===== src/rtl/sup_pkg.sv =====
package sup_pkg;
   typedef enum logic [1:0] {
      WDI_LOW   = 2'b00,
      WDI_HIGH  = 2'b01,
      WDI_FLOAT = 2'b10
   } wdi_code_e;

   function automatic logic wdi_enabled(input logic [1:0] code);
      return ~code[1];
   endfunction

   function automatic logic wdi_level(input logic [1:0] code);
      return code[0];
   endfunction
endpackage


===== src/rtl/sup_sync.sv =====
module sup_sync #(
   parameter int unsigned        W       = 1,
   parameter int unsigned        STAGES  = 2,
   parameter logic [W-1:0]       RST_VAL = '0
) (
   input  logic         clk,
   input  logic         rst_n,
   input  logic [W-1:0] d,
   output logic [W-1:0] q
);
   if (STAGES < 2) begin : g_bad_stages
      $error("sup_sync: STAGES must be at least 2");
   end

   logic [W-1:0] stg [STAGES];

   for (genvar i = 0; i < STAGES; i++) begin : g_stage
      if (i == 0) begin : g_first
         always_ff @(posedge clk or negedge rst_n) begin
            if (!rst_n) stg[0] <= RST_VAL;
            else        stg[0] <= d;
         end
      end else begin : g_next
         always_ff @(posedge clk or negedge rst_n) begin
            if (!rst_n) stg[i] <= RST_VAL;
            else        stg[i] <= stg[i-1];
         end
      end
   end

   assign q = stg[STAGES-1];
endmodule


===== src/rtl/sup_wdog.sv =====
module sup_wdog
   import sup_pkg::*;
#(
   parameter int unsigned WD_TICKS = 1600,
   localparam int unsigned CW      = $clog2(WD_TICKS + 1)
) (
   input  logic       clk,
   input  logic       rst_n,
   input  logic       tick,
   input  logic       hold_clr,
   input  logic [1:0] code,
   output logic       kick,
   output logic       fire,
   output logic       wdo_n
);
   logic          en, lvl, en_q, lvl_q, run;
   logic [CW-1:0] cnt;

   assign en   = wdi_enabled(code);
   assign lvl  = wdi_level(code);
   assign kick = en & en_q & (lvl ^ lvl_q);
   assign run  = en & ~hold_clr;
   assign fire = run & ~kick & tick & (cnt == CW'(WD_TICKS - 1));

   always_ff @(posedge clk or negedge rst_n) begin
      if (!rst_n) begin
         en_q  <= 1'b0;
         lvl_q <= 1'b0;
      end else begin
         en_q  <= en;
         lvl_q <= lvl;
      end
   end

   always_ff @(posedge clk or negedge rst_n) begin
      if (!rst_n)            cnt <= '0;
      else if (!run || kick) cnt <= '0;
      else if (fire)         cnt <= '0;
      else if (tick)         cnt <= cnt + 1'b1;
   end

   always_ff @(posedge clk or negedge rst_n) begin
      if (!rst_n)                wdo_n <= 1'b1;
      else if (kick || hold_clr) wdo_n <= 1'b1;
      else if (fire)             wdo_n <= 1'b0;
   end
endmodule


===== src/rtl/sup_rstgen.sv =====
module sup_rstgen #(
   parameter int unsigned RST_TICKS = 140,
   localparam int unsigned CW       = $clog2(RST_TICKS + 1)
) (
   input  logic clk,
   input  logic rst_n,
   input  logic tick,
   input  logic supply_fail,
   input  logic fire,
   output logic active
);
   logic [CW-1:0] cnt;

   always_ff @(posedge clk or negedge rst_n) begin
      if (!rst_n) begin
         active <= 1'b1;
         cnt    <= '0;
      end else if (supply_fail || fire) begin
         active <= 1'b1;
         cnt    <= '0;
      end else if (active && tick) begin
         if (cnt == CW'(RST_TICKS - 1)) begin
            active <= 1'b0;
            cnt    <= '0;
         end else begin
            cnt <= cnt + 1'b1;
         end
      end
   end
endmodule


===== src/rtl/supervisor_core.sv =====
module supervisor_core
   import sup_pkg::*;
#(
   parameter int unsigned RST_TICKS   = 140,
   parameter int unsigned WD_TICKS    = 1600,
   parameter int unsigned SYNC_STAGES = 2
) (
   input  logic       clk,
   input  logic       rst_n,
   input  logic       tick,
   input  logic       vcc_low_i,
   input  logic       vcc_lt_batt_i,
   input  logic       pfi_low_i,
   input  logic [1:0] wdi_code_i,
   input  logic       ce_in_n_i,
   output logic       sys_rst_n_o,
   output logic       sys_rst_o,
   output logic       low_line_n_o,
   output logic       wdo_n_o,
   output logic       batt_on_o,
   output logic       pfo_n_o,
   output logic       ce_out_n_o
);
   localparam int unsigned NFLAG = 3;

   if (RST_TICKS < 1) begin : g_bad_rst
      $error("supervisor_core: RST_TICKS must be at least 1");
   end
   if (WD_TICKS <= RST_TICKS) begin : g_bad_wd
      $error("supervisor_core: WD_TICKS must exceed RST_TICKS");
   end

   logic [NFLAG-1:0] flag_s;
   logic [1:0]       wdi_s;
   logic             vcc_low_s, lt_batt_s, pfi_low_s, supply_fail;
   logic             wd_kick, wd_fire, pulse_active;

   sup_sync #(.W(NFLAG), .STAGES(SYNC_STAGES), .RST_VAL({NFLAG{1'b1}})) u_flag_sync (
      .clk(clk), .rst_n(rst_n),
      .d({pfi_low_i, vcc_lt_batt_i, vcc_low_i}), .q(flag_s)
   );

   sup_sync #(.W(2), .STAGES(SYNC_STAGES), .RST_VAL(WDI_FLOAT)) u_wdi_sync (
      .clk(clk), .rst_n(rst_n), .d(wdi_code_i), .q(wdi_s)
   );

   assign vcc_low_s   = flag_s[0];
   assign lt_batt_s   = flag_s[1];
   assign pfi_low_s   = flag_s[2];
   assign supply_fail = vcc_low_s | lt_batt_s;

   sup_wdog #(.WD_TICKS(WD_TICKS)) u_wdog (
      .clk(clk), .rst_n(rst_n), .tick(tick), .hold_clr(supply_fail),
      .code(wdi_s), .kick(wd_kick), .fire(wd_fire), .wdo_n(wdo_n_o)
   );

   sup_rstgen #(.RST_TICKS(RST_TICKS)) u_rstgen (
      .clk(clk), .rst_n(rst_n), .tick(tick), .supply_fail(supply_fail),
      .fire(wd_fire), .active(pulse_active)
   );

   assign sys_rst_n_o  = ~(supply_fail | pulse_active);
   assign sys_rst_o    = ~sys_rst_n_o;
   assign low_line_n_o = ~supply_fail;
   assign batt_on_o    = lt_batt_s;
   assign pfo_n_o      = ~lt_batt_s & ~pfi_low_s;
   assign ce_out_n_o   = vcc_low_s | ce_in_n_i;
endmodule


===== config.mk =====
export PLATFORM = sky130hd
export DESIGN_NAME = supervisor_core
export DESIGN_NICKNAME = d
export VERILOG_FILES = /design/src/rtl/sup_pkg.sv /design/src/rtl/sup_sync.sv /design/src/rtl/sup_wdog.sv /design/src/rtl/sup_rstgen.sv /design/src/rtl/supervisor_core.sv
export SDC_FILE = /design/constraint.sdc
export NUM_CORES = 1
export LEC_CHECK = 0
export BUFFER_PORTS_ARGS = -buffer_cell sky130_fd_sc_hd__buf_2
export CAP_MARGIN = 40
export CORE_MARGIN = 1.5
export CORE_UTILIZATION = 52
export CTS_CLUSTER_SIZE = 12
export DETAILED_ROUTE_END_ITERATION = 8
export PLACE_DENSITY = 0.82
export SYNTH_ARGS = -nofsm -noshare
export SYNTH_HDL_FRONTEND = slang
export SYNTH_SLANG_ARGS = --single-unit

===== constraint.sdc =====
create_clock -name clk -period 2.3 [get_ports clk]
set_input_delay 0.23 -clock clk [delete_from_list [all_inputs] [get_ports clk]]
set_output_delay 0.23 -clock clk [all_outputs]
set_load 0.005 [all_outputs]

==> impl_metrics.toml <==
[outcome]
status = "completed"

[timing]
worst_pin_slew_ns = 0.702
setup_ws_ns = 0.437
period_minus_slack_ns = 1.86
setup_tns_ns = 0
setup-violations-final = 0
rsz0062_at_grt = "false"
period_share_pct = 81.0
final-hold-violation-count = 0
drv_slew = 0
clock_skew_ns = 0.0164
slew_headroom_pct = 53.2
max_freq_mhz = 537

[finish]
nets = 178
num-fill-cells = 191
layout-drive-gt1-share_pct = 26.2
multiInputGateArea_um2 = 673
seqCellArea_um2 = 838
syn_to_final_growth_pct = 16.5
num_antenna_cells = 0

[floorplan]
die_area_um2 = 3270
die_w_um = 57.2
row_count = 19
start_util_pct = 54.9
core_um2 = 2780
chipHeight_um = 57.2
ios = 16

[clock_network]
htreeDepth = 2
clock-sinks = 33
insertion_delay_ns = 0.35
cts_resized = 0
clock-root-buffer = "clkbuf_4"
cts_buffer_depth = 2
cts_made_buffers = 5
cts_tree = "done"
clk_pin_slew_worst_paths_ns = 0.11

[routing]
drtAntennaViolNets = 0
viasPerCell = 6.34
num_vias = 1262
drc = 0
drtPass1Iterations = 4
routed_wl_mm = 3.30
first_iter_violations = 51
post_drt_wl_per_cell_um = 16.6

[critical_path]
r2r_cells = 5
slowest_stage = "or4_4"
cp.depth = 5
path_cells = "ha_1, nand2_1, or4_4, o21ai_4, a311oi_1"
start_kind = "flip-flop"
reg2reg_from = "u_wdog.cnt[0]$_DFFE_PN0P_"
cp-end-kind = "flip-flop"
cp_top_family = "simple AND/OR/NAND/NOR gates"
cp.required_ns = 2.49
worst-path-buf-inv = 0
crit_arrival_ns = 2.06
rrSetupSlack_ns = 0.44
critPathKind = "reg2reg"
r2r-end = "u_rstgen.cnt[6]$_DFFE_PN0P_"
crit_path_start = "u_wdog.cnt[0]$_DFFE_PN0P_"
cpPeakStageDelay_ns = 0.53
endpoint = "u_rstgen.cnt[6]$_DFFE_PN0P_"
crit_fanout = 9

[yosys]
synth_top_cells_by_area = "dfrtp_1 (38%), dfstp_2 (17%), nand2_1 (3.9%)"
ys.flop_type = "dfrtp_1"
synthArstFlopShare_pct = 100
syn_nets = 149
ys_warn_count = 0
netlist_instances = 138
seq_area_frac_synth_pct = 54.9
synth_common_cells = "dfrtp_1 (23), nand2_1 (16), nor2_1 (12)"
syn_area_per_cell_um2 = 11.1
synth-edff-count = 0
syn_area_um2 = 1530
synth_top_area_share_pct = 37.7
ys_seq_elements = 33
synth_cell_type_count = 37
synth_most_common_cell = "dfrtp_1"
yosysTopAreaCell = "dfrtp_1"

[place]
dp_hpwl_mm = 2.18
place_ws_ns = 0.511
routabilityCongestion = 0.922
port-buffer-count = 15

[grt]
grt-ovfl-total = 0
grt_start_max_net_pins = 34
grt_pass1_wl_mm = 5.63
grt.total_usage_pct = 23.0
grt_pass1_vias = 1197
antenna_found_initial = 0

[pwr]
ir_worst_vdd_uv = 636
p_leak_nw = 0.766
p_per_area_nw_per_um2 = 584
power_w = 0.00104

[run]
max_cap_viol_count = 0

[hold_path]
hold_path_class = "in2reg"
[kinds of logic (layout without fill, tap and decap cells)]
family,after synthesis,count (layout),share of synthesized area [%]
AND/OR/NAND/NOR,60,60,23.4
buffers and inverters,4,34,0.983
adder cells (fa/ha/maj),2,2,1.64
flip-flops,33,33,54.9
AO/OA/AOI/OAI,33,33,15.4
XOR/XNOR,5,5,2.87
multiplexers,1,1,0.738
[sequential cells by signal (all words and copies together) (netlist names)]
register / flops
u_flag_sync.stg: 3
u_wdog.wdo_n: 1
u_wdog.lvl_q: 1
u_wdog.en_q: 1
u_flag_sync.q: 3
u_rstgen.cnt: 8
u_wdog.cnt: 11
u_wdi_sync.stg: 2
u_rstgen.active: 1
u_wdi_sync.q: 2
[layout make-up]
| cell class | instances | share of cell area, % |
|---|---|---|
| Sequential cell | 33 | 47.1 |
| Multi-Input combinational cell | 101 | 37.9 |
| Timing Repair Buffer | 22 | 8.02 |
| Clock buffer | 7 | 3.66 |
| Tap cell | 31 | 2.18 |
| Inverter | 4 | 0.844 |
| Clock inverter | 1 | 0.281 |
[where the power goes]
group	switching [W]	internal, W	leakage [nW]
registers	0.00000765	0.000598	0.417
clock network	0.000202	0.000177	0.0413
logic	0.0000326	0.0000214	0.308
[how the worst min path moves through the flow]
stage,depth (start not counted),endpoint,startpoint
6_report,3,u_rstgen.active$_DFFE_PN1P_,tick
5_1_grt,3,u_rstgen.active$_DFFE_PN1P_,tick
4_1_cts,3,u_rstgen.active$_DFFE_PN1P_,tick
3_5_place_dp,1,u_wdi_sync.q[0]$_DFF_PN0_,rst_n
3_3_place_gp,1,u_rstgen.cnt[4]$_DFFE_PN0P_,rst_n
2_1_floorplan,0,u_rstgen.cnt[0]$_DFFE_PN0P_,rst_n
[tightest hold or removal path, stage by stage]
cell and delay [ns]:
buf_2 0.15, nand4_1 0.10, a21o_1 0.11
[routing by layer]
layer | global-route usage, % | vias to the layer above | part of all wire (%)
li1 | - | 571 | -
met1 | 29.9 | 607 | 40
met2 | 34.8 | 74 | 48
met3 | 8.16 | 10 | 9.3
met4 | 10.6 | 0 | 2.9
met5 | 0 | - | 0
[cells in the final DEF, fill, tap and decap left out, types with 3 or more instances in the layout]
cell / n
or4_1: 3
nand3_1: 7
nor4_1: 3
dfrtp_1: 23
a211oi_1: 4
o21ai_0: 6
a311oi_1: 3
inv_1: 4
nand2_1: 16
nor2_1: 12
a21o_1: 4
a21oi_1: 4
nor3_1: 4
dlygate4sd3_1: 6
buf_2: 15
nand4_1: 3
xnor2_1: 3
clkbuf_4: 5
dfstp_2: 10
[metrics by stage]
step,instance area (µm²),util (%),hold WS [ns],instances
2_1_floorplan,1530,-,-0.0656,138
3_3_place_gp,1650,59.2,0.299,185
3_5_place_dp,1650,59.2,0.309,185
4_1_cts,1780,63.9,0.253,199
5_1_grt,1780,63.9,0.270,199
6_report,1780,63.9,0.267,199
[repair_timing]
item / in CTS / in global routing
hold buffers: 6 / 0
hold endpoints to repair: 28 / 0
setup buffers: 0 / 0
Note: power is estimated with default switching activity, not from simulation.
